**src/rtl/irq_merge_pkg.sv**
```systemverilog
package irq_merge_pkg;
  localparam int LINES = 4;
  localparam int PINS_PER_DEV = 4;

  typedef struct packed {
    logic [LINES-1:0] touch;
    logic             clear;
  } mergeStrobe_t;
endpackage

```
**src/rtl/irq_merge_ctrl.sv**
```systemverilog
module irq_merge_ctrl
  import irq_merge_pkg::*;
#(
  parameter int NUM_DEV = 32,
  parameter int SUM_W   = $clog2(NUM_DEV + 1)
) (
  input  logic                          clk,
  input  logic                          rst,
  input  logic [NUM_DEV*PINS_PER_DEV-1:0] reqLevel,
  output mergeStrobe_t                  strb,
  output logic [LINES-1:0][SUM_W-1:0]   riseSum,
  output logic [LINES-1:0][SUM_W-1:0]   fallSum
);
  localparam int NPIN = NUM_DEV * PINS_PER_DEV;

  logic [NPIN-1:0] lastLevel;
  logic [NPIN-1:0] changed;
  logic [LINES-1:0][NUM_DEV-1:0] riseVec;
  logic [LINES-1:0][NUM_DEV-1:0] fallVec;

  always_ff @(posedge clk) begin
    if (rst) lastLevel <= '0;
    else     lastLevel <= reqLevel;
  end

  assign changed = reqLevel ^ lastLevel;

  // Route: line = (pin + dev) mod 4, hence pin = (line - dev) mod 4.
  for (genvar l = 0; l < LINES; l++) begin : g_line
    for (genvar d = 0; d < NUM_DEV; d++) begin : g_dev
      localparam int P = (l + LINES - (d % LINES)) % LINES;
      assign riseVec[l][d] = changed[d*PINS_PER_DEV+P] &  reqLevel[d*PINS_PER_DEV+P];
      assign fallVec[l][d] = changed[d*PINS_PER_DEV+P] & ~reqLevel[d*PINS_PER_DEV+P];
    end
    assign riseSum[l]    = SUM_W'($countones(riseVec[l]));
    assign fallSum[l]    = SUM_W'($countones(fallVec[l]));
    assign strb.touch[l] = |(riseVec[l] | fallVec[l]);
  end

  assign strb.clear = rst;

  // stored levels are clear on the cycle after a reset
  p_levels_cleared_r6: assert property (@(posedge clk) rst |=> (lastLevel == '0));
endmodule

```
**src/rtl/irq_merge_dp.sv**
```systemverilog
module irq_merge_dp
  import irq_merge_pkg::*;
#(
  parameter int NUM_DEV = 32,
  parameter int SUM_W   = $clog2(NUM_DEV + 1),
  parameter int CNT_W   = 6
) (
  input  logic                        clk,
  input  mergeStrobe_t                strb,
  input  logic [LINES-1:0][SUM_W-1:0] riseSum,
  input  logic [LINES-1:0][SUM_W-1:0] fallSum,
  output logic [LINES-1:0][CNT_W-1:0] count,
  output logic [LINES-1:0]            active
);
  localparam logic [CNT_W:0] MAXV = {1'b0, {CNT_W{1'b1}}};

  for (genvar l = 0; l < LINES; l++) begin : g_cnt
    logic [CNT_W:0] upWide;
    assign upWide = {1'b0, count[l]} + (CNT_W+1)'(riseSum[l]);

    always_ff @(posedge clk) begin
      if (strb.clear)          count[l] <= '0;
      else if (strb.touch[l])  count[l] <= count[l] + CNT_W'(riseSum[l]) - CNT_W'(fallSum[l]);
    end

    assign active[l] = (count[l] != '0);

    // no counter underflow or overflow
    p_no_underflow_r7: assert property (@(posedge clk) disable iff (strb.clear)
      strb.touch[l] |-> (upWide >= (CNT_W+1)'(fallSum[l])));
    p_no_overflow_r7: assert property (@(posedge clk) disable iff (strb.clear)
      strb.touch[l] |-> ((upWide - (CNT_W+1)'(fallSum[l])) <= MAXV));
    // an untouched line holds its count
    p_hold_r2: assert property (@(posedge clk) disable iff (strb.clear)
      !strb.touch[l] |=> $stable(count[l]));
    // a line can only come up after a rise routed to it
    p_rise_cause_r4: assert property (@(posedge clk) disable iff (strb.clear)
      $rose(active[l]) |-> $past(riseSum[l] != '0));
    // a cycle with net rises increases the count
    p_net_up_r3: assert property (@(posedge clk) disable iff (strb.clear)
      (strb.touch[l] && riseSum[l] > fallSum[l]) |=> (count[l] > $past(count[l])));
  end
endmodule

```
**src/rtl/irq_line_merge.sv**
```systemverilog
module irq_line_merge
  import irq_merge_pkg::*;
#(
  parameter int NUM_DEV = 32,
  parameter int CNT_W   = 6
) (
  input  logic                            clk,
  input  logic                            rst,
  input  logic [NUM_DEV*PINS_PER_DEV-1:0] reqLevel,
  output logic [LINES-1:0]                lineActive,
  output logic [LINES*CNT_W-1:0]          lineCount
);
  localparam int SUM_W = $clog2(NUM_DEV + 1);

  mergeStrobe_t                strb;
  logic [LINES-1:0][SUM_W-1:0] riseSum;
  logic [LINES-1:0][SUM_W-1:0] fallSum;
  logic [LINES-1:0][CNT_W-1:0] count;

  irq_merge_ctrl #(.NUM_DEV(NUM_DEV), .SUM_W(SUM_W)) u_ctrl (
    .clk(clk), .rst(rst), .reqLevel(reqLevel),
    .strb(strb), .riseSum(riseSum), .fallSum(fallSum));

  irq_merge_dp #(.NUM_DEV(NUM_DEV), .SUM_W(SUM_W), .CNT_W(CNT_W)) u_dp (
    .clk(clk), .strb(strb), .riseSum(riseSum), .fallSum(fallSum),
    .count(count), .active(lineActive));

  assign lineCount = count;
endmodule

```
**config.mk**
```make
export PLATFORM = sky130hd
export DESIGN_NAME = irq_line_merge
export DESIGN_NICKNAME = d
export VERILOG_FILES = /design/src/rtl/irq_merge_pkg.sv /design/src/rtl/irq_merge_ctrl.sv /design/src/rtl/irq_merge_dp.sv /design/src/rtl/irq_line_merge.sv
export SDC_FILE = /design/constraint.sdc
export NUM_CORES = 1
export LEC_CHECK = 0
export BUFFER_PORTS_ARGS = -buffer_cell sky130_fd_sc_hd__buf_4
export CAP_MARGIN = 20
export CORE_ASPECT_RATIO = 0.5
export CORE_UTILIZATION = 54
export DETAILED_ROUTE_END_ITERATION = 7
export HOLD_SLACK_MARGIN = 0.15
export PLACE_DENSITY_LB_ADDON = 0.08
export SLEW_MARGIN = 20
export SYNTH_ARGS = -nofsm -noshare
export SYNTH_HDL_FRONTEND = slang
export SYNTH_SLANG_ARGS = --single-unit
```
**constraint.sdc**
```tcl
create_clock -name clk -period 13.7 [get_ports clk]
set_input_delay 1.37 -clock clk [delete_from_list [all_inputs] [get_ports clk]]
set_output_delay 1.37 -clock clk [all_outputs]
set_load 0.01 [all_outputs]
```
==> impl_metrics.ini, run 1 <==
[critical_path]
required_ns = 14.08
r2r-end = u_dp.count[4]$_SDFFE_PP0P_
reg2reg_slack_ns = 7.32
worstSetupPathType = input pin to flip-flop
rr_worst_depth = 21
crit_arrival_ns = 7.50
worst-path-max-fanout = 2
cp-start-kind = input pin
critPathLaunch = reqLevel[122]
crit_path_end = u_dp.count[4]$_SDFFE_PP0P_
r2r-start = u_ctrl.lastLevel[122]$_SDFF_PP0_
end_kind = flip-flop

[global_routing]
gr-usage-all-layers = 0.242
first_global_vias = 11700
antenna_found_initial = 1
grt.overflow.total = 0
grt_pass1_wl_mm = 61.2
grt_max_degree = 79

[finish]
drive_gt1_frac = 0.101
fillers = 2734
synthToLayoutAreaGrowth_pct = 12.8
fin_nets = 2825
fin_util = 0.630

[clocking]
clock_sinks = 152
worstSkewPairLatency_ns = 0.45
post_cts_resized = 0
h-tree-depth = 4
clockBufferDepth = 2
clk_pin_slew_ns = 0.07
numCtsBuffers = 17
cts_setup_buffers = 0
cts_hold_repair.buffers = 0
cts-root-buf = clkbuf_16
cts_tree = done

[logic_synthesis]
synth_top_area_cell = ha_1
synthXorXnorAreaFrac = 0.0188
ys_warn_count = 0
synthDistinctLibCells = 33
synth_edf_count = 0
synth_top_family_by_area = adder cells
synth_commonest_cells = inv_1 (663), ha_1 (444), fa_1 (252), dfxtp_1 (152), nor2_1 (140)
synthFlopType = dfxtp_1
ys_seq_elements = 152
synth_top_area_frac = 0.309
yosysSeqAreaShare = 0.169
syn_inst = 1839
synth.most_common_cell = inv_1
synthMuxAreaShare = 0.00389
syn-cell-area_um2 = 18000
yosys-top-cells-area = ha_1 (31%), fa_1 (28%), dfxtp_1 (17%), inv_1 (14%), nor2_1 (2.9%)
async_flop_share = 0
synth-simple-area-share = 0.0613
synth_compound_area_frac = 0.0159
syn-num-nets = 2665
synthAdderAreaFrac = 0.589
avgSynthCellArea_um2 = 9.79

[routing]
drt-total-wl_mm = 37.6
ant_nets = 0
wl_per_cell_um = 15.4
vias_per_cell = 4.56
drcViolationCount = 0
vias = 11200
drt_pass1_iterations = 5
drt_iter0_drc = 526

[floorplan]
start_util = 0.558
pin_count = 158
core-area_um2 = 32200
dieHeight_um = 131
row_count = 46
dieArea_um2 = 34100
die_w_um = 260

[sta]
worstMarginPinSlew_ns = 0.926
slew_headroom = 0.382
hold_violations = 0
grt_setup_unrepaired = false
fmax_ghz = 0.140
period_minus_slack_ns = 7.13
skew_ns = 0.00999
final_max_slew_viol_count = 0
setup_slack_ns = 6.57
setup_tns_ns = 0
setup_viol = 0
final.period_utilization = 0.520

[place]
post-dp-hpwl_mm = 33.3
gp_congestion = 0.900
place_ws_ns = 6.12
io_buffers = 157

[flow_run]
drv_cap = 0

[min_path]
worstHoldPathType = flip-flop to flip-flop

[run_status]
status = completed
## kinds of logic (layout without fill, tap and decap cells)
group / Yosys count / after routing
AO/OA/AOI/OAI: 40 / 40
XOR/XNOR: 34 / 34
adder cells (fa/ha/maj): 696 / 696
buffers and inverters: 680 / 853
flip-flops: 152 / 152
multiplexers: 7 / 7
other: 0 / 1
AND/OR/NAND/NOR: 230 / 230
## state kept, by name (all words and copies together), names as in the netlist
register,cells
u_ctrl.lastLevel,128
u_dp.count,24
## metal layers
layer / global-route usage / vias up / share of wire
met4: 0.0605 / 0 / 0.013
li1: - / 5682 / -
met5: 0 / - / 0
met2: 0.365 / 143 / 0.43
met3: 0.0404 / 29 / 0.040
met1: 0.361 / 5299 / 0.52
## per-stage QoR
step	area (um2)	hold WS (ns)	instances
global route	20300	0.533	2445
finish	20300	0.489	2445
detailed placement	19700	0.481	2412
CTS	20300	0.491	2444
global placement	19700	0.479	2412
floorplan	18000	0.500	1839
## placed cells by master, fill, tap and decap left out, drive strengths merged, types with 14 or more instances in the layout
cell type	count
a21oi	18
buf	158
clkbuf	22
dfxtp	152
fa	252
ha	444
inv	663
nand2	14
nand3	18
nand4	32
nor2	140
xnor2	27
## how the worst min path moves through the flow
stage | from | endpoint | slack, ns | cells after the start
after floorplan | u_dp.count[10]$_SDFFE_PP0P_ | u_dp.count[10]$_SDFFE_PP0P_ | 0.50 | 2
after global placement | u_dp.count[22]$_SDFFE_PP0P_ | u_dp.count[22]$_SDFFE_PP0P_ | 0.48 | 2
after detailed placement | u_dp.count[22]$_SDFFE_PP0P_ | u_dp.count[22]$_SDFFE_PP0P_ | 0.48 | 2
after CTS | u_dp.count[22]$_SDFFE_PP0P_ | u_dp.count[22]$_SDFFE_PP0P_ | 0.49 | 2
after global routing | u_dp.count[4]$_SDFFE_PP0P_ | u_dp.count[4]$_SDFFE_PP0P_ | 0.53 | 2
final | u_dp.count[22]$_SDFFE_PP0P_ | u_dp.count[22]$_SDFFE_PP0P_ | 0.49 | 2
## critical path, cell delays in order
cell and delay [ns]:
buf_4 0.09, inv_1 0.05, ha_1 0.20, ha_1 0.32, fa_1 0.55, inv_1 0.06
fa_1 0.50, inv_1 0.06, fa_1 0.51, fa_1 0.54, inv_1 0.06, fa_1 0.53
inv_1 0.05, fa_1 0.52, fa_1 0.55, inv_1 0.05, fa_1 0.42, fa_1 0.41
a21o_1 0.17, a21oi_1 0.16, xnor2_1 0.14, nand2_1 0.07, a21oi_1 0.13
## final cells by class
class	count	area (um2)	share of cell area
antenna	1	2.50	0.000123
sequential	152	3040	0.150
tap	432	541	0.0266
clock inverter	10	168	0.00826
multi-input combinational	1007	12400	0.611
clock buffer	22	474	0.0234
timing repair buffer	158	1190	0.0584
inverter	663	2490	0.123
Power of run 1 is left out: the tool's default activity adds up to more than one toggle a clock period on the data nets, which glitch-free logic cannot reach.
==> run 2, diff against run 1 <==
--- a/config.mk
+++ b/config.mk
@@ -5,6 +5,7 @@
 export SDC_FILE = /design/constraint.sdc
 export NUM_CORES = 1
 export LEC_CHECK = 0
+export ABC_AREA = 1
 export BUFFER_PORTS_ARGS = -buffer_cell sky130_fd_sc_hd__buf_4
 export CAP_MARGIN = 20
 export CORE_ASPECT_RATIO = 0.5
==> constraint.sdc (replaced) <==
create_clock -name clk -period 7.3 [get_ports clk]
set_input_delay 0.73 -clock clk [delete_from_list [all_inputs] [get_ports clk]]
set_output_delay 0.73 -clock clk [all_outputs]
set_load 0.01 [all_outputs]
==> impl_metrics.ini, run 2 <==
[run_status]
status = completed

[floorplan]
pin_count = 158
dieHeight_um = 133
start_util = 0.553
dieArea_um2 = 35000
die_w_um = 263
row_count = 47
core-area_um2 = 33300

[clocking]
cts_tree = done
clockBufferDepth = 2
clock_sinks = 152
cts_setup_buffers = 0
clk_pin_slew_ns = 0.07
cts_hold_repair.buffers = 0
cts-root-buf = clkbuf_16
numCtsBuffers = 17
worstSkewPairLatency_ns = 0.45
post_cts_resized = 0
h-tree-depth = 4

[logic_synthesis]
avgSynthCellArea_um2 = 9.01
synth_edf_count = 0
syn-cell-area_um2 = 18500
synth_top_area_frac = 0.301
synthFlopType = dfxtp_1
syn_inst = 2048
async_flop_share = 0
synth_commonest_cells = inv_1 (724), ha_1 (444), fa_1 (252), nor2_1 (188), dfxtp_1 (152)
synthDistinctLibCells = 29
yosys-top-cells-area = ha_1 (30%), fa_1 (27%), dfxtp_1 (16%), inv_1 (15%), nor2_1 (3.8%)
synth_top_area_cell = ha_1
yosysSeqAreaShare = 0.165
synth.most_common_cell = inv_1
ys_seq_elements = 152
syn-num-nets = 2874
ys_warn_count = 0

[sta]
final.period_utilization = 0.858
grt_setup_unrepaired = false
setup_viol = 0
setup_tns_ns = 0
slew_headroom = 0.452
period_minus_slack_ns = 6.26
hold_violations = 0
whs_ns = 0.503
final_max_slew_viol_count = 0
worstMarginPinSlew_ns = 0.822
fmax_ghz = 0.160
skew_ns = 0.00867

[place]
post-dp-hpwl_mm = 33.7
gp_congestion = 0.859
dp_cells = 2631
post_dp_cell_area_um2 = 20100
io_buffers = 157

[routing]
vias_per_cell = 4.53
wl_per_cell_um = 14.5
drt-total-wl_mm = 38.5
drcViolationCount = 0
drt_pass1_iterations = 5
vias = 12100
ant_nets = 0
drt_iter0_drc = 486

[global_routing]
grt.overflow.total = 0
gr-usage-all-layers = 0.241
grt_max_degree = 69
first_global_vias = 12700
grt_pass1_wl_mm = 64.1
antenna_found_initial = 1

[critical_path]
max_stage_delay_ns = 0.56
cp-start-kind = input pin
crit_arrival_ns = 6.59
critPathSlowestCell = fa_1
worst-path-max-fanout = 2
end_kind = flip-flop
r2r-end = u_dp.count[4]$_SDFFE_PP0P_
required_ns = 7.63
r2r-start = u_ctrl.lastLevel[122]$_SDFF_PP0_
rr_worst_depth = 20
worst_path_most_repeated_cell = fa_1
worstSetupPathType = input pin to flip-flop
cp_cell_sequence = buf_4, inv_1, ha_1, ha_1, fa_1, inv_1, fa_1, inv_1, fa_1, fa_1, inv_1, fa_1, inv_1, fa_1, fa_1, inv_1, fa_1, fa_1, nand3_1, nand2_1, xnor2_1, a21oi_1
reg2reg_slack_ns = 1.15

[finish]
largest_reg_flops = 128
most-common-layout-cells = inv_1 (724), ha_1 (444), fa_1 (252)
reg_top3 = u_ctrl.lastLevel (128), u_dp.count (24)
design_area_um2 = 20700
synthToLayoutAreaGrowth_pct = 12.1
final_cells = 2664
top_register = u_ctrl.lastLevel
drive_gt1_frac = 0.0945
fin_nets = 3036
final_common_cell = inv_1

[min_path]
holdCritStartpoint = reqLevel[50]
worstHoldEndpoint = u_ctrl.lastLevel[50]$_SDFF_PP0_
worstHoldPathType = input pin to flip-flop
holdPathStages = 3

[flow_run]
drv_cap = 0
==> run 2: cell types whose count changed in the layout (fill, tap and decap cells not counted), sizes merged, moves of 6 or more <==
cell | before | now
inv | 663 | 730
and3 | 7 | 0
nor4 | 8 | 0
mux2i | 7 | 0
nor2 | 140 | 193
nand2 | 14 | 150
nor3 | 4 | 10
nand4 | 32 | 18
a21o | 6 | 0
o21ai | 2 | 25
xnor2 | 27 | 5
==> run 2: how the worst max path moves through the flow <==
stage / start / to / slack [ns] / cells past startpoint
6_report: reqLevel[106] / u_dp.count[4]$_SDFFE_PP0P_ / 1.04 / 22
5_1_grt: reqLevel[106] / u_dp.count[4]$_SDFFE_PP0P_ / 0.77 / 22
4_1_cts: reqLevel[106] / u_dp.count[4]$_SDFFE_PP0P_ / 1.02 / 22
3_5_place_dp: reqLevel[106] / u_dp.count[4]$_SDFFE_PP0P_ / 0.55 / 22
3_3_place_gp: reqLevel[120] / u_dp.count[16]$_SDFFE_PP0P_ / 0.60 / 24
2_1_floorplan: reqLevel[120] / u_dp.count[16]$_SDFFE_PP0P_ / 0.91 / 23
==> run 2: worst max-delay path: cells and delay by family <==
family | cells | cell delay, ns
AOI/OAI and AO/OA | 1 | 0.07
xor gates and xnor gates | 1 | 0.14
and+or+nand+nor | 2 | 0.17
buffers and inverters | 7 | 0.42
adders and majority gates | 11 | 5.06
==> run 2: cells by family after synthesis <==
kind of cell	Yosys count	synth area share
buffers and inverters	748	0.154
AOI/OAI and AO/OA	45	0.0122
and+or+nand+nor	397	0.0901
DFF	152	0.165
adders and majority gates	696	0.574
xor gates and xnor gates	10	0.00475
==> run 2: layout make-up <==
type | instances | area, um2
clock inverters | 11 | 125
clock buffers | 20 | 447
fillers | 2910 | 12600
flip-flops and latches | 152 | 3040
inverters | 732 | 2750
multi-input cells | 1148 | 12600
well taps | 441 | 552
diodes | 1 | 2.50
repair buffers | 159 | 1200
==> run 2: metal layers <==
| metal | global-route usage | wire (um) | up-vias |
|---|---|---|---|
| li1 | - | - | 6187 |
| met3 | 0.0408 | 1170 | 33 |
| met1 | 0.314 | 17600 | 5738 |
| met4 | 0.0536 | 554 | 0 |
| met5 | 0 | 0 | - |
| met2 | 0.420 | 19200 | 123 |
==> run 2: stage by stage <==
stage | util | setup slack [ns]
after global placement | 0.603 | 0.598
after detailed placement | 0.603 | 0.550
after floorplan | - | 0.906
after global routing | 0.621 | 0.766
final | 0.621 | 1.04
after CTS | 0.620 | 1.02
Power of run 2 is left out for the same reason.
==> run 3, diff against run 2 <==
--- a/config.mk
+++ b/config.mk
@@ -6,7 +6,7 @@
 export NUM_CORES = 1
 export LEC_CHECK = 0
 export ABC_AREA = 1
-export BUFFER_PORTS_ARGS = -buffer_cell sky130_fd_sc_hd__buf_4
+export BUFFER_PORTS_ARGS = -buffer_cell sky130_fd_sc_hd__clkbuf_2
 export CAP_MARGIN = 20
 export CORE_ASPECT_RATIO = 0.5
 export CORE_UTILIZATION = 54
==> impl_metrics.ini, run 3 (synthesis results as in run 2) <==
[critical_path]
cp-start-kind = input pin
cp_cell_sequence = clkbuf_2, inv_1, ha_1, ha_1, fa_1, inv_1, fa_1, inv_1, fa_1, fa_1, inv_1, fa_1, inv_1, fa_1, fa_1, inv_1, fa_1, fa_1, nand3_1, nand2_1, xnor2_1, a21oi_1
end_kind = flip-flop
required_ns = 7.65
rr_worst_depth = 20
worst_path_most_repeated_cell = fa_1
crit_arrival_ns = 6.63
max_stage_delay_ns = 0.56
worstSetupPathType = input pin to flip-flop
worst-path-max-fanout = 2
critPathSlowestCell = fa_1

[floorplan]
die_w_um = 263
dieArea_um2 = 35000
start_util = 0.553
pin_count = 158
core-area_um2 = 33300
row_count = 47
dieHeight_um = 133

[clocking]
h-tree-depth = 4
numCtsBuffers = 17
cts-root-buf = clkbuf_16
post_cts_resized = 0
clockBufferDepth = 2
cts_hold_repair.buffers = 0
cts_tree = done
worstSkewPairLatency_ns = 0.46
cts_setup_buffers = 0
clock_sinks = 152
clk_pin_slew_ns = 0.07

[finish]
largest_reg_flops = 128
fin_nets = 3036
synthToLayoutAreaGrowth_pct = 10.0
top_register = u_ctrl.lastLevel
drive_gt1_frac = 0.0954
reg_top3 = u_ctrl.lastLevel (128), u_dp.count (24)
most-common-layout-cells = inv_1 (724), ha_1 (444), fa_1 (252)
final_common_cell = inv_1

[sta]
slew_headroom = 0.265
fmax_ghz = 0.159
final_max_slew_viol_count = 0
final.period_utilization = 0.860
setup_tns_ns = 0
skew_ns = 0.0141
period_minus_slack_ns = 6.28
grt_setup_unrepaired = false
hold_violations = 0
worstMarginPinSlew_ns = 1.10
whs_ns = 0.500
setup_viol = 0

[routing]
wl_per_cell_um = 14.3
drt_pass1_iterations = 5
drt_iter0_drc = 411
drcViolationCount = 0
vias = 12000
vias_per_cell = 4.51
ant_nets = 0
drt-total-wl_mm = 38.1

[global_routing]
antenna_found_initial = 1
grt_max_degree = 74
first_global_vias = 12600
grt.overflow.total = 0
grt_pass1_wl_mm = 63.9
gr-usage-all-layers = 0.240

[place]
gp_congestion = 0.852
post-dp-hpwl_mm = 34.0
io_buffers = 157

[min_path]
holdPathStages = 3
worstHoldPathType = input pin to flip-flop

[run_status]
status = completed

[flow_run]
drv_cap = 0
run 3: changes by cell type in the layout (fill, tap and decap cells not counted), sizes merged:
| cell | previous run | this run |
|---|---|---|
| buf | 159 | 3 |
| bufinv | 2 | 1 |
| clkbuf | 20 | 176 |
| clkinv | 9 | 7 |
| clkinvlp | 2 | 4 |
| inv | 730 | 732 |
run 3: final timing paths:
| kind | from | endpoint | slack (ns) |
|---|---|---|---|
| max | reqLevel[106] | u_dp.count[4]$_SDFFE_PP0P_ | 1.02 |
| min | reqLevel[18] | u_ctrl.lastLevel[18]$_SDFF_PP0_ | 0.50 |
| max reg2reg | u_ctrl.lastLevel[122]$_SDFF_PP0_ | u_dp.count[4]$_SDFFE_PP0P_ | 1.18 |
| min reg2reg | u_dp.count[10]$_SDFFE_PP0P_ | u_dp.count[10]$_SDFFE_PP0P_ | 0.55 |
run 3: cell type report:
cell class	instances	area, um2
Inverter	732	2750
Tap cell	441	552
Timing Repair Buffer	159	803
Clock inverter	12	118
Fill cell	2977	13000
Clock buffer	20	457
Multi-Input combinational cell	1148	12600
Sequential cell	152	3040
Antenna cell	1	2.50
run 3: metrics by stage:
| step | std cells | utilization | worst slack [ns] | cell area (um2) |
|---|---|---|---|---|
| 2_1_floorplan | 2048 | - | 0.906 | 18500 |
| 3_3_place_gp | 2632 | 0.592 | 0.584 | 19700 |
| 3_5_place_dp | 2632 | 0.592 | 0.554 | 19700 |
| 4_1_cts | 2664 | 0.609 | 1.01 | 20300 |
| 5_1_grt | 2665 | 0.609 | 0.755 | 20300 |
| 6_report | 2665 | 0.609 | 1.02 | 20300 |
run 3: critical path, delay by kind of cell:
family	cells	cell delay, ns
fa+ha+maj	11	5.05
simple gates	2	0.16
compound gates	1	0.08
buf+inv	7	0.44
xor+xnor	1	0.15
run 3: metal layers:
metal / up-vias / routed length (um) / track usage
met5: - / 0 / 0
met4: 0 / 597 / 0.0630
met3: 37 / 939 / 0.0380
met2: 108 / 18900 / 0.418
met1: 5670 / 17700 / 0.312
li1: 6199 / - / -
Power of run 3 is left out for the same reason.
